### src/rtl/slave_arb_pkg.sv
package slave_arb_pkg;

  localparam int BEAT_W = 5;

  typedef enum logic [1:0] {
    TR_IDLE   = 2'b00,
    TR_BUSY   = 2'b01,
    TR_NONSEQ = 2'b10,
    TR_SEQ    = 2'b11
  } trans_e;

  typedef enum logic [1:0] {
    DM_NONE  = 2'b00,
    DM_LAST  = 2'b01,
    DM_FIXED = 2'b10,
    DM_RSVD  = 2'b11
  } defmode_e;

  // number of beats of a burst kind; 0 marks the kinds with no planned end
  function automatic logic [BEAT_W-1:0] planned_beats(input logic [2:0] kind);
    logic [1:0] grp;
    if (kind < 3'd2) return '0;
    grp = 2'((kind - 3'd2) >> 1);
    return BEAT_W'(5'd4 << grp);
  endfunction

  function automatic logic is_fixed_len(input logic [2:0] kind);
    return kind >= 3'd2;
  endfunction

endpackage

### src/rtl/arb_boundary.sv
module arb_boundary #(
  parameter int SLOT_W = 8
) (
  input  logic              clk,
  input  logic              rst_n,
  input  logic              owned,
  input  logic [1:0]        htrans,
  input  logic [2:0]        hburst,
  input  logic              hready,
  input  logic [SLOT_W-1:0] slot_limit,
  output logic              ev_idle,
  output logic              ev_single,
  output logic              ev_burst_end,
  output logic              ev_slot,
  output logic              rearb_ok
);
  import slave_arb_pkg::*;

  localparam logic [BEAT_W-1:0] BEAT_MAX = '1;
  localparam logic [SLOT_W-1:0] SLOT_MAX = '1;

  logic [BEAT_W-1:0] beat_cnt;
  logic [BEAT_W-1:0] beat_pos;
  logic [SLOT_W-1:0] slot_cnt;
  logic [SLOT_W:0]   slot_after;
  logic              active;
  logic              accepted;

  assign active   = (htrans == TR_NONSEQ) || (htrans == TR_SEQ);
  assign accepted = active && hready;
  assign beat_pos = (htrans == TR_NONSEQ) ? '0 : beat_cnt;

  assign ev_idle      = !owned || (htrans == TR_IDLE);
  assign ev_single    = accepted && (hburst == 3'b000);
  assign ev_burst_end = accepted && is_fixed_len(hburst) &&
                        (beat_pos == planned_beats(hburst) - 1'b1);
  assign slot_after   = {1'b0, slot_cnt} + 1'b1;
  assign ev_slot      = (slot_limit != '0) && accepted &&
                        (slot_after >= {1'b0, slot_limit});
  assign rearb_ok     = ev_idle || ev_single || ev_burst_end || ev_slot;

  // position inside the current burst, counted in accepted beats
  always_ff @(posedge clk or negedge rst_n) begin
    if (!rst_n) begin
      beat_cnt <= '0;
    end else if (hready && htrans == TR_NONSEQ) begin
      beat_cnt <= BEAT_W'(1);
    end else if (hready && htrans == TR_SEQ && beat_cnt != BEAT_MAX) begin
      beat_cnt <= beat_cnt + 1'b1;
    end
  end

  // accepted beats since the last arbitration point, saturating
  always_ff @(posedge clk or negedge rst_n) begin
    if (!rst_n) begin
      slot_cnt <= '0;
    end else if (rearb_ok) begin
      slot_cnt <= '0;
    end else if (accepted && slot_cnt != SLOT_MAX) begin
      slot_cnt <= slot_cnt + 1'b1;
    end
  end

  p_nonseq_restart_r5: assert property (@(posedge clk) disable iff (!rst_n)
    (hready && htrans == TR_NONSEQ) |=> (beat_cnt == BEAT_W'(1)));

  p_slot_cleared_r7: assert property (@(posedge clk) disable iff (!rst_n)
    rearb_ok |=> (slot_cnt == '0));

endmodule

### src/rtl/arb_picker.sv
module arb_picker #(
  parameter int NUM_MASTERS = 16,
  parameter int IDX_W       = 4
) (
  input  logic                   clk,
  input  logic                   rst_n,
  input  logic [NUM_MASTERS-1:0] req,
  input  logic [IDX_W-1:0]       last_idx,
  input  logic                   fixed_prio,
  output logic                   win_valid,
  output logic [IDX_W-1:0]       win_idx
);

  logic             rr_valid;
  logic [IDX_W-1:0] rr_idx;
  logic             fp_valid;
  logic [IDX_W-1:0] fp_idx;

  // round-robin: scan offsets from far to near so the nearest one wins
  always_comb begin
    rr_valid = 1'b0;
    rr_idx   = '0;
    for (int off = NUM_MASTERS; off >= 1; off--) begin
      int cand;
      cand = int'(last_idx) + off;
      if (cand >= NUM_MASTERS) cand = cand - NUM_MASTERS;
      if (req[cand]) begin
        rr_valid = 1'b1;
        rr_idx   = IDX_W'(cand);
      end
    end
  end

  // fixed priority: scan from the top so the lowest index wins
  always_comb begin
    fp_valid = 1'b0;
    fp_idx   = '0;
    for (int m = NUM_MASTERS - 1; m >= 0; m--) begin
      if (req[m]) begin
        fp_valid = 1'b1;
        fp_idx   = IDX_W'(m);
      end
    end
  end

  assign win_valid = fixed_prio ? fp_valid : rr_valid;
  assign win_idx   = fixed_prio ? fp_idx   : rr_idx;

  p_winner_requests_r9: assert property (@(posedge clk) disable iff (!rst_n)
    win_valid |-> req[win_idx]);

  p_lowest_wins_r9: assert property (@(posedge clk) disable iff (!rst_n)
    (fixed_prio && win_valid) |->
      ((req & ((NUM_MASTERS'(1) << win_idx) - 1'b1)) == '0));

endmodule

### src/rtl/slave_arbiter.sv
module slave_arbiter #(
  parameter int NUM_MASTERS = 16,
  parameter int SLOT_W      = 8,
  parameter int IDX_W       = (NUM_MASTERS > 1) ? $clog2(NUM_MASTERS) : 1
) (
  input  logic                   clk,
  input  logic                   rst_n,
  input  logic [NUM_MASTERS-1:0] req,
  input  logic [1:0]             htrans,
  input  logic [2:0]             hburst,
  input  logic                   hready,
  input  logic                   arb_fixed_prio,
  input  logic [1:0]             default_mode,
  input  logic [3:0]             default_idx,
  input  logic [SLOT_W-1:0]      slot_limit,
  output logic [NUM_MASTERS-1:0] grant,
  output logic [IDX_W-1:0]       grant_idx,
  output logic                   grant_valid
);
  import slave_arb_pkg::*;

  localparam logic [IDX_W-1:0] LAST_AT_RESET = IDX_W'(NUM_MASTERS - 1);

  logic             ev_idle, ev_single, ev_burst_end, ev_slot;
  logic             rearb_ok;
  logic             win_valid;
  logic [IDX_W-1:0] win_idx;
  logic [IDX_W-1:0] last_idx;
  logic             park_in_range;
  logic             no_default;

  arb_boundary #(.SLOT_W(SLOT_W)) u_boundary (
    .clk          (clk),
    .rst_n        (rst_n),
    .owned        (grant_valid),
    .htrans       (htrans),
    .hburst       (hburst),
    .hready       (hready),
    .slot_limit   (slot_limit),
    .ev_idle      (ev_idle),
    .ev_single    (ev_single),
    .ev_burst_end (ev_burst_end),
    .ev_slot      (ev_slot),
    .rearb_ok     (rearb_ok)
  );

  arb_picker #(.NUM_MASTERS(NUM_MASTERS), .IDX_W(IDX_W)) u_picker (
    .clk        (clk),
    .rst_n      (rst_n),
    .req        (req),
    .last_idx   (last_idx),
    .fixed_prio (arb_fixed_prio),
    .win_valid  (win_valid),
    .win_idx    (win_idx)
  );

  assign park_in_range = int'(default_idx) < NUM_MASTERS;
  assign no_default    = (default_mode == DM_NONE) || (default_mode == DM_RSVD);

  always_ff @(posedge clk or negedge rst_n) begin
    if (!rst_n) begin
      grant_valid <= 1'b0;
      grant_idx   <= '0;
      last_idx    <= LAST_AT_RESET;
    end else if (rearb_ok) begin
      if (win_valid) begin
        grant_valid <= 1'b1;
        grant_idx   <= win_idx;
        last_idx    <= win_idx;
      end else begin
        unique case (default_mode)
          DM_LAST: ;
          DM_FIXED: begin
            grant_valid <= park_in_range;
            if (park_in_range) grant_idx <= IDX_W'(default_idx);
          end
          default: grant_valid <= 1'b0;
        endcase
      end
    end
  end

  always_comb begin
    grant = '0;
    if (grant_valid) grant[grant_idx] = 1'b1;
  end

  p_hold_between_points_r2: assert property (@(posedge clk) disable iff (!rst_n)
    !rearb_ok |=> ($stable(grant_valid) && $stable(grant_idx)));

  p_winner_taken_r8: assert property (@(posedge clk) disable iff (!rst_n)
    (rearb_ok && win_valid) |=> (grant_valid && grant_idx == $past(win_idx)));

  p_release_r10: assert property (@(posedge clk) disable iff (!rst_n)
    (rearb_ok && !win_valid && no_default) |=> !grant_valid);

  p_park_bad_idx_r12: assert property (@(posedge clk) disable iff (!rst_n)
    (rearb_ok && !win_valid && default_mode == DM_FIXED && !park_in_range)
      |=> !grant_valid);

endmodule

### config.mk
export PLATFORM = sky130hd
export DESIGN_NAME = slave_arbiter
export DESIGN_NICKNAME = d
export VERILOG_FILES = /design/src/rtl/slave_arb_pkg.sv /design/src/rtl/arb_boundary.sv /design/src/rtl/arb_picker.sv /design/src/rtl/slave_arbiter.sv
export SDC_FILE = /design/constraint.sdc
export NUM_CORES = 1
export LEC_CHECK = 0
export BUFFER_PORTS_ARGS = -buffer_cell sky130_fd_sc_hd__buf_2
export CAP_MARGIN = 5
export CELL_PAD_IN_SITES_DETAIL_PLACEMENT = 1
export CELL_PAD_IN_SITES_GLOBAL_PLACEMENT = 1
export CORE_ASPECT_RATIO = 0.8
export CORE_MARGIN = 4
export CORE_UTILIZATION = 45
export CTS_CLUSTER_SIZE = 24
export DETAILED_ROUTE_END_ITERATION = 7
export PLACE_DENSITY = 0.8
export SETUP_SLACK_MARGIN = 0.3
export SLEW_MARGIN = 10
export SYNTH_ARGS = -nofsm -noshare
export SYNTH_HDL_FRONTEND = slang
export SYNTH_SLANG_ARGS = --single-unit
### constraint.sdc
create_clock -name clk -period 4.9 [get_ports clk]
set_input_delay 0.98 -clock clk [delete_from_list [all_inputs] [get_ports clk]]
set_output_delay 0.98 -clock clk [all_outputs]
set_load 0.03 [all_outputs]
; After elaboration in Yosys (flattened, before gate mapping)
; Cells that the tools add are included.
[op_classes]
addsub = 37
n_lt_le_gt_ge = 37
eq_ne = 8
shifts = 1
muxes = 145
reduce_logical = 26
[op_table]
columns = cell, n
row1 = $ge 32x6->1 const B, 16
row2 = $lt 32x6->1 const B, 16
row3 = $mux 32, 16
row4 = $sub 32x6->32 const B, 16
row5 = $mux 4, 35
row6 = $mux 1, 68
row7 = $bmux 1 s4, 16
row8 = $add 4x4->5 const B, 8
row9 = $mux 5, 5
row10 = $add 4x3->5 const B, 4
row11 = $mux 16, 1
row12 = $mux 8, 2
row13 = $logic_and 1x1->1, 11
row14 = $add 4x2->5 const B, 2
row15 = $add 8x1->9 const B, 1
row16 = $ge 9x8->1, 1
row17 = $add 8x1->8 const B, 1
row18 = $ne 8x8->1 const B, 1
row19 = $reduce_bool 8->1, 1
row20 = $add 4x5->6 const B, 1
row21 = $eq 2x2->1 const B, 3
row22 = $reduce_and 2->1, 3
row23 = $reduce_bool 2->1, 3
row24 = $add 4x1->5 const B, 1
row25 = 18 further kinds, 22
[word_totals]
register_bits = 22
inputBits = 39
out_inout_bits = 21
word_cells = 259

; Depth between registers and ports, before layout
; Gate-level depths: netlist of run 1.
[logic_depth]
depth_word = 25
mapped_depth = 16
mapped_depth_nobuf = 11

; By module
; A second synthesis of run 1 with hierarchy kept.
[unflattened]
cells_unflattened = 450
area_unflattened_um2 = 3844.9
[modules_own_cells]
columns = mod, n_inst, cells_per_inst, area_each_um2, seq_area_each_um2
row1 = arb_picker, 1, 270, 2183.3, 0.0
row2 = arb_boundary, 1, 130, 1146.1, 325.3
row3 = slave_arbiter, 1, 50, 515.5, 230.2

; Worst setup path before layout of run 1
; OpenSTA, ideal clock, no wires.
[synth_path]
path_type = register to register
startpoint = register last_idx[0]
endpoint = register last_idx[0]
setup_time_ns = 0.082
arrival_ns = 3.926
required_ns = 4.818
path_slack_ns = 0.892
stages_incl_launch_ff = 16
n_path_buf = 5
synth_period_minus_slack_ns = 4.008
cell_sequence = dfstp_2 -> buf_6 -> buf_2 -> buf_2 -> inv_1 -> ha_1 -> buf_2 -> clkbuf_1 -> mux4_2 -> mux4_2 -> a221oi_1 -> o21ai_0 -> a211oi_1 -> or3_1 -> o211ai_1 -> mux2_2
[synth_via]
elab_chain_len = 24
elab_cells_between_ends = 147
classes_between = add/sub: 32 / order compare: 16 / mux: 98 / reduce/logical: 1
[synth_lines]
columns = item, line
row1 = start: declaration, slave_arbiter.sv:28  ; logic [IDX_W-1:0] last_idx;
row2 = start signal: assignment, slave_arbiter.sv:69  ; last_idx <= win_idx;
row3 = $add 4x5->6, arb_picker.sv:25  ; cand = int'(last_idx) + off;
row4 = $sub 32x6->32 or $ge 32x6->1 (tied branches), arb_picker.sv:26  ; if (cand >= NUM_MASTERS) cand = cand - NUM_MASTERS;
row5 = $mux 32, arb_picker.sv:26
row6 = $bmux 1 s4, arb_picker.sv:27  ; if (req[cand]) begin
row7 = $mux 1 (not written as such) (2 in series), arb_picker.sv:27
row8 = $mux 1 (16 in series), arb_picker.sv:27
row9 = $mux 1, arb_picker.sv:46  ; assign win_valid = fixed_prio ? fp_valid : rr_valid;
row10 = $reduce_and 2->1 (no line), -
; Parallel ways exist; a longest one is shown, timed or not. The select of a mux whose other input is x is not followed.
; A chain may end at the register's enable or synchronous reset.

; Worst setup path after layout of run 1
; Same ends and word-level chain as after synthesis.

==> impl_metrics.tcl, run 1 <==
set metrics [dict create \
    path_max_fanout 17 \
    tightest_slew_ns 0.811 \
    synthToLayoutAreaGrowth_pct 11.6 \
    ys_seq_area_share_pct 13.9 \
    syn_nets 509 \
    fin_setup_tns_ns 0 \
    gp_congestion 0.973 \
    htree_levels 1 \
    multiInputGateArea_um2 3240 \
    ir_worst_vdd_mv 0.290 \
    clock_sinks 22 \
    grt_use_total_pct 25.6 \
    io_buffers 59 \
    via_count 4070 \
    cts_buffers 3 \
    clock_path_buffers 2 \
    r2r_setup_slack_ns 0.87 \
    die_y_um 92.3 \
    path_delay_family "multiplexers" \
    ys_types 68 \
    timing.critical_path.buf_inv 1 \
    cts_tree "yes" \
    core.rowCount 30 \
    ios 60 \
    nNetsFinal 562 \
    wire_per_inst_um 22.0 \
    ys_warn_count 0 \
    mostFrequentLayoutCells "buf_2, nor2_1, nand2_1, mux2i_1, inv_1" \
    die_w_um 113 \
    path_common_cell "mux4_2" \
    start_util_pct 46.7 \
    crit_path_cell_trace "inv_1, ha_1, mux4_2, mux4_2, a221oi_1, o21ai_0, a211oi_1, or3_1, o211ai_1, mux2_2" \
    fin_crit_ns 4.03 \
    finalCritPeriodShare_pct 82.2 \
    whs_ns 0.571 \
    worstPathRequired_ns 5.10 \
    hold_buffers 0 \
    postCtsSetupRepairBufs 0 \
    drc_errors 0 \
    final_util_pct 52.1 \
    drt-initial-drc-count 378 \
    grt_max_degree 38 \
    antenna_found_initial 0 \
    netlist_instances 450 \
    cts_resized 0 \
    start_kind "register" \
    max_freq_mhz 248 \
    crit_slowest_cell "ha_1" \
    wirelength_um 13500 \
    synth_flop_cell "dfrtp_1" \
    grt_overflow_total 0 \
    end_kind "register" \
    relSlewSlack_pct 45.3 \
    clk_pin_slew_ns 0.08 \
    syn_area_per_cell_um2 8.89 \
    yosys_register_bits 22 \
    synth-edff-count 0 \
    clock_latency_ns 0.26 \
    cap_viol_max_count 0 \
    num_antenna_cells 0 \
    arrival_ns 4.23 \
    cellLeakagePower_nw 1.99 \
    ant_nets 0 \
    grt_pass1_vias 4107 \
    status "finished clean" \
    critPathMaxStageDelay_ns 0.78 \
    rsz0062_at_grt "no" \
    netlist_area_um2 4000 \
    register_area_um2 556 \
    drive_above_1_share_pct 25.3 \
    setup_viol 0 \
    viasPerCell 6.63 \
    dr.pass1.iters 5 \
    ys_async_sr_fraction_pct 100 \
    final_common_cell "buf_2" \
    dieArea_um2 10500 \
    hold_violations 0 \
    power.density_nw_per_um2 804 \
    core-area_um2 8560 \
    grt_first_pass_wirelength_um 21700 \
    final.setup_skew_ns 0.000993 \
    hp-class "register to register" \
    hpwl_um 10600 \
    drv_slew 0 \
    cts-root-buf "clkbuf_8" \
    nFillCells 1038 \
    path_class "register to register" \
]
report_power, final:
group | internal [W] | switching, W
Sequential | 0.000236 | 0.0000745
Combinational | 0.00124 | 0.00187
Clock | 0.000109 | 0.0000608
cell usage after synthesis (all sizes together) (6+ instances only):
cell type / number / share of area [%]
nand2: 32 / 3.0
o211ai: 6 / 1.1
a21oi: 20 / 2.5
a31oi: 6 / 0.94
dfrtp: 18 / 11
a22o: 7 / 1.5
ha: 20 / 6.3
mux2: 21 / 6.0
nor2: 40 / 3.8
nand3: 14 / 1.8
nor3: 15 / 1.9
mux2i: 26 / 6.5
clkbuf: 10 / 0.94
nand2b: 7 / 1.1
and3: 6 / 0.94
inv: 25 / 2.3
mux4: 30 / 18
o21ai: 25 / 3.7
xnor2: 12 / 2.6
xor2: 14 / 3.1
buf: 9 / 1.7
layer usage:
metal / vias up / part of all wire [%] / track usage [%]
li1: 1856 / - / -
met2: 203 / 44 / 39.2
met5: - / 0 / 0
met3: 24 / 10 / 5.42
met1: 1987 / 44 / 37.7
met4: 0 / 1.0 / 4.00
path summary, 6_finish.rpt:
check	start	to	cells past startpoint
max in group asynchronous	rst_n	last_idx[1]	1
hold reg to reg	u_boundary.slot_cnt[1]	u_boundary.slot_cnt[1]	2
hold / removal	u_boundary.slot_cnt[1]	u_boundary.slot_cnt[1]	2
setup / recovery	last_idx[0]	last_idx[0]	10
min in group asynchronous	rst_n	u_boundary.beat_cnt[4]	1
setup reg to reg	last_idx[0]	last_idx[0]	10
state kept, by name, indices dropped and copies added (netlist names):
register,flops
grant_idx,4
grant_valid,1
u_boundary.beat_cnt,5
u_boundary.slot_cnt,8
last_idx,4
per-stage QoR:
stage                     power [W]  instance area (µm²)  setup WS (ns)  cells
after CTS                   0.00349                 4460          0.901    614
after global routing        0.00381                 4460          0.675    614
final                       0.00359                 4460          0.872    614
after floorplan             0.00253                 4000          0.892    450
after global placement      0.00321                 4390           1.02    610
after detailed placement    0.00331                 4390          0.912    610
tightest hold or removal path, stage by stage (launching register included):
cell and delay (ns):
dfrtp_1 0.38, mux2i_1 0.08, nor2_1 0.08
kinds of logic (layout without fill, tap and decap cells):
kind of cell / after synthesis / count (layout) / share of synthesized area (%)
and+or+nand+nor: 140 / 140 / 17.7
AOI/OAI and AO/OA: 119 / 119 / 21.0
muxes: 77 / 77 / 30.3
buffers and inverters: 46 / 98 / 5.13
xor gates and xnor gates: 26 / 26 / 5.69
DFF: 22 / 22 / 13.9
adders and majority gates: 20 / 20 / 6.26
area by class of cell:
| type | count | share of cell area (%) |
|---|---|---|
| multi-input combinational | 382 | 72.6 |
| timing repair buffer | 67 | 7.96 |
| inverter | 27 | 2.27 |
| clock buffer | 3 | 0.925 |
| tap | 112 | 3.14 |
| clock inverter | 1 | 0.673 |
| sequential | 22 | 12.5 |
Power figures use the tool's default switching activity.
==> run 2, diff against run 1 <==
CORE_UTILIZATION = 41   (was 45)
PLACE_DENSITY = 0.76   (was 0.8)
clock period = 3.34 ns   (was 4.9 ns; I/O delays follow)
==> impl_metrics.tcl, run 2 (synthesis gave the netlist of run 1 again) <==
set metrics [dict create \
    antenna_found_initial 0 \
    wirelength_um 17500 \
    viasPerCell 6.46 \
    fin_cells 727 \
    dp_cells 703 \
    nFillCells 1095 \
    power.density_nw_per_um2 1340 \
    start_util_pct 43.1 \
    ios 60 \
    nNetsFinal 672 \
    largest_reg_flops 8 \
    die_y_um 96.3 \
    cts_tree "yes" \
    clk_pin_slew_ns 0.06 \
    clock_latency_ns 0.26 \
    top_register "u_boundary.slot_cnt" \
    grt_pass1_vias 4957 \
    grt_use_total_pct 30.1 \
    startpoint "last_idx[0]" \
    path_class "register to register" \
    hold_violations 0 \
    grt_max_degree 23 \
    setup_viol 9 \
    worstPathRequired_ns 3.54 \
    drv_slew 0 \
    r2r_setup_slack_ns -0.15 \
    rsz0062_at_grt "yes" \
    finalCritPeriodShare_pct 105 \
    core-area_um2 9270 \
    hpwl_um 13400 \
    final.setup_skew_ns 0.00305 \
    core.rowCount 31 \
    wire_per_inst_um 24.1 \
    grt_first_pass_wirelength_um 27300 \
    cellLeakagePower_nw 2.57 \
    fin_crit_ns 3.49 \
    status "finished, violations left" \
    end_kind "register" \
    arrival_ns 3.69 \
    grt_overflow_total 0 \
    dr.pass1.iters 4 \
    timing.rr.start "last_idx[0]" \
    gp_congestion 1.00 \
    reg_top3 "u_boundary.slot_cnt x8, u_boundary.beat_cnt x5" \
    worst_slack_ns -0.154 \
    final_common_cell "buf_4" \
    max_freq_mhz 286 \
    drive_above_1_share_pct 45.3 \
    mostFrequentLayoutCells "buf_4, buf_2, nor2_1, nand2_1, mux4_2" \
    ant_nets 0 \
    via_count 4696 \
    cts_buffers 3 \
    io_buffers 59 \
    cts-root-buf "clkbuf_16" \
    violations "setup timing" \
    hp-class "input port to async pin" \
    tightest_slew_ns 0.796 \
    cap_viol_max_count 0 \
    dieArea_um2 11400 \
    drc_errors 0 \
    clock_path_buffers 2 \
    relSlewSlack_pct 46.3 \
    ir_worst_vdd_mv 0.466 \
    synthToLayoutAreaGrowth_pct 39.8 \
    htree_levels 1 \
    clock_sinks 22 \
    whs_ns 0.380 \
    start_kind "register" \
    path_max_fanout 6 \
    pre_cts_slack_ns -0.219 \
    total_power_w 0.00750 \
    drt-initial-drc-count 338 \
    num_antenna_cells 0 \
    die_w_um 118 \
]
==> run 2: cell count changes in the layout (fill, tap and decap cells not counted), moves of 6 or more <==
cell     delta
mux2_4      +6
buf_4      +95
buf_6      +12
mux4_2      +7
o21ai_0     -6
mux4_1      -7
o21ai_1     +6
==> run 2: area by class of cell <==
class | count | area [µm²] | share of cell area [%]
repair buffers | 177 | 1260 | 22.5
inverters | 27 | 110 | 1.97
clock buffers | 4 | 88.8 | 1.59
multi-input cells | 382 | 3430 | 61.4
well taps | 115 | 144 | 2.57
flip-flops and latches | 22 | 556 | 9.94
==> run 2: final timing paths <==
check	depth (start not counted)	to
hold reg to reg	2	u_boundary.slot_cnt[1]
setup / recovery	12	last_idx[0]
hold / removal	1	u_boundary.beat_cnt[1]
max in group asynchronous	1	last_idx[1]
setup reg to reg	12	last_idx[0]
min in group clk	2	u_boundary.slot_cnt[1]
==> run 2: timing repair <==
action | CTS | global route
resized for setup | 21 | 36
gates cloned | 0 | 0
buffers inserted | 11 | 9
hold buffers | 0 | 0
setup endpoints to repair | 9 | 9
pin swaps | 10 | 11
==> run 2: where the power goes <==
group	internal (W)	total, W	switching (W)
clock network	0.000183	0.000283	0.0000995
logic	0.00324	0.00673	0.00349
registers	0.000347	0.000480	0.000133
total	0.00377	0.00750	0.00373
==> run 2: through the flow <==
step | utilization, % | instance area [µm²] | TNS [ns]
2_1_floorplan | - | 4090 | -1.19
3_3_place_gp | 55.5 | 5150 | -0.745
3_5_place_dp | 55.5 | 5150 | -1.06
4_1_cts | 58.0 | 5380 | -0.646
5_1_grt | 60.3 | 5590 | -1.86
6_report | 60.3 | 5590 | -0.817
==> run 2: metal layers <==
layer / share of wire [%] / wire length (µm) / GRT usage [%] / vias up
met5: 0 / 0 / 0 / -
met4: 2.0 / 350 / 5.59 / 0
met3: 8.4 / 1480 / 6.17 / 45
met2: 47 / 8260 / 50.9 / 242
met1: 42 / 7410 / 40.4 / 2343
li1: - / - / - / 2066
==> run 2: worst max-delay path, stage by stage, from the launching register on <==
cell and delay [ns]:
dfstp_2 0.61, buf_12 0.15, buf_8 0.13, mux4_2 0.63, mux4_2 0.62, buf_6 0.18, nor2_2 0.13, a221oi_2 0.07
o21ai_1 0.15, a211oi_1 0.09, or3_1 0.31, o211ai_1 0.14, mux2_4 0.21
==> run 3, diff against run 2 <==
PLACE_DENSITY = not set   (was 0.76)
PLACE_DENSITY_LB_ADDON = 0.1   (was not set)
==> impl_metrics.tcl, run 3 (synthesis gave the netlist of run 1 again) <==
set metrics [dict create \
    nNetsFinal 637 \
    fin_crit_ns 3.56 \
    ios 60 \
    path_class "register to register" \
    critPathMaxStageDelay_ns 0.56 \
    core.rowCount 31 \
    core-area_um2 9270 \
    relSlewSlack_pct 54.5 \
    wirelength_um 15600 \
    grt_max_degree 23 \
    stdcell_area_um2 5230 \
    reg_top3 "u_boundary.slot_cnt x8, u_boundary.beat_cnt x5" \
    wire_per_inst_um 22.6 \
    drv_slew 0 \
    htree_levels 1 \
    grt_use_total_pct 26.5 \
    largest_reg_flops 8 \
    hold_buffers 0 \
    clock_latency_ns 0.26 \
    whs_ns 0.382 \
    finalCritPeriodShare_pct 107 \
    io_buffers 59 \
    final.setup_skew_ns 0.00668 \
    antenna_found_initial 0 \
    drc_errors 0 \
    pre_cts_slack_ns -0.138 \
    crit_slowest_cell "dfstp_2" \
    max_freq_mhz 281 \
    grt_pass1_vias 4451 \
    clk_pin_slew_ns 0.07 \
    die_y_um 96.3 \
    die_w_um 118 \
    drt-initial-drc-count 251 \
    timing.critical_path.buf_inv 3 \
    place_area_um2 4930 \
    seq_power_share_pct 6.9 \
    arrival_ns 3.74 \
    crit_path_cell_trace "clkinvlp_4, ha_4, buf_4, mux4_2, buf_4, mux4_2, a221oi_2, o21ai_1, a211oi_1, or3_1, o211ai_1, mux2_4" \
    drive_above_1_share_pct 38.1 \
    hpwl_um 12200 \
    cts_buffers 3 \
    nFillCells 1107 \
    synthToLayoutAreaGrowth_pct 30.7 \
    dr.pass1.iters 4 \
    setup_viol 9 \
    ir_worst_vdd_mv 0.448 \
    mostFrequentLayoutCells "buf_4, buf_2, nor2_1, nand2_1, mux2i_1" \
    path_delay_family "multiplexers" \
    num_antenna_cells 0 \
    sw_frac_of_total_pct 50.5 \
    gp_congestion 1.05 \
    start_util_pct 43.1 \
    start_kind "register" \
    violations "setup timing" \
    hold_violations 0 \
    via_count 4376 \
    worstPathRequired_ns 3.52 \
    clkPwrFrac_pct 5.0 \
    final_common_cell "buf_4" \
    clock_sinks 22 \
    hp-class "input port to async pin" \
    internal_power_w 0.00335 \
    pwr-share-comb_pct 88.0 \
    worst_slack_ns -0.222 \
    clock_path_buffers 2 \
    dieArea_um2 11400 \
    tightest_slew_ns 0.675 \
    rsz0062_at_grt "yes" \
    viasPerCell 6.32 \
    cellLeakagePower_nw 2.40 \
    end_kind "register" \
    ant_nets 0 \
    status "finished, violations left" \
    p_switching_w 0.00342 \
    grt_overflow_total 0 \
    top_register "u_boundary.slot_cnt" \
    cts-root-buf "clkbuf_16" \
    power.density_nw_per_um2 1290 \
    cap_viol_max_count 0 \
    path_max_fanout 5 \
    cts_tree "yes" \
    grt_first_pass_wirelength_um 23900 \
]
run 3: cell types whose count changed in the layout (fill, tap and decap cells not counted), moves of 3 or more:
cell     delta
o21ai_0     +4
mux4_1      +5
mux2i_1     +3
buf_6      -10
o21ai_1     -4
mux4_2      -5
buf_4      -25
run 3: timing repair:
item,4_1_cts,5_1_grt
setup endpoints to repair,9,9
hold endpoints to repair,0,0
setup buffers,3,11
pin swaps,1,10
gates resized for setup,3,12
run 3: path summary, 6_finish.rpt:
kind / slack, ns / start / to / cells past startpoint
setup / recovery: -0.22 / last_idx[1] / last_idx[0] / 12
hold / removal: 0.38 / rst_n / u_boundary.beat_cnt[4] / 1
setup reg to reg: -0.22 / last_idx[1] / last_idx[0] / 12
hold reg to reg: 0.55 / u_boundary.slot_cnt[1] / u_boundary.slot_cnt[1] / 2
max in group asynchronous: 2.58 / rst_n / last_idx[0] / 1
min in group clk: 0.55 / u_boundary.slot_cnt[1] / u_boundary.slot_cnt[1] / 2
run 3: worst reg2reg max path, stage by stage (launching register included):
cell        delay (ns)
dfstp_2           0.56
clkinvlp_4        0.12
ha_4              0.30
buf_4             0.15
mux4_2            0.40
buf_4             0.19
mux4_2            0.54
a221oi_2          0.27
o21ai_1           0.10
a211oi_1          0.23
or3_1             0.16
o211ai_1          0.12
mux2_4            0.34
run 3: area by class of cell:
type	count	area (µm²)	area share, %
clock buffers	3	75.1	1.44
clock inverters	1	30.0	0.574
inverters	27	110	2.11
multi-input cells	382	3350	64.1
flip-flops and latches	22	556	10.6
well taps	115	144	2.75
repair buffers	142	963	18.4
run 3: metrics by stage:
stage	power, W	setup TNS (ns)	util, %	std cells
4_1_cts	0.00626	-0.806	54.7	681
6_report	0.00677	-1.49	56.4	692
2_1_floorplan	0.00392	-1.19	-	450
3_5_place_dp	0.00579	-0.590	53.2	674
3_3_place_gp	0.00563	-0.279	53.2	674
5_1_grt	0.00714	-2.51	56.4	692
run 3: power by group through the flow:
| stage | clock network [W] | logic [W] | registers, W |
|---|---|---|---|
| floorplan | 0 | 0.00345 | 0.000472 |
| global placement | 0 | 0.00517 | 0.000462 |
| detailed placement | 0 | 0.00532 | 0.000470 |
| CTS | 0.000344 | 0.00545 | 0.000468 |
| global route | 0.000360 | 0.00630 | 0.000483 |
| finish | 0.000341 | 0.00596 | 0.000470 |
run 3: layer usage:
metal	routed length [µm]	vias to the layer above	GRT usage, %
li1	-	1999	-
met1	7010	2194	37.0
met2	7270	169	44.8
met3	1230	14	5.29
met4	105	0	1.74
met5	0	-	0
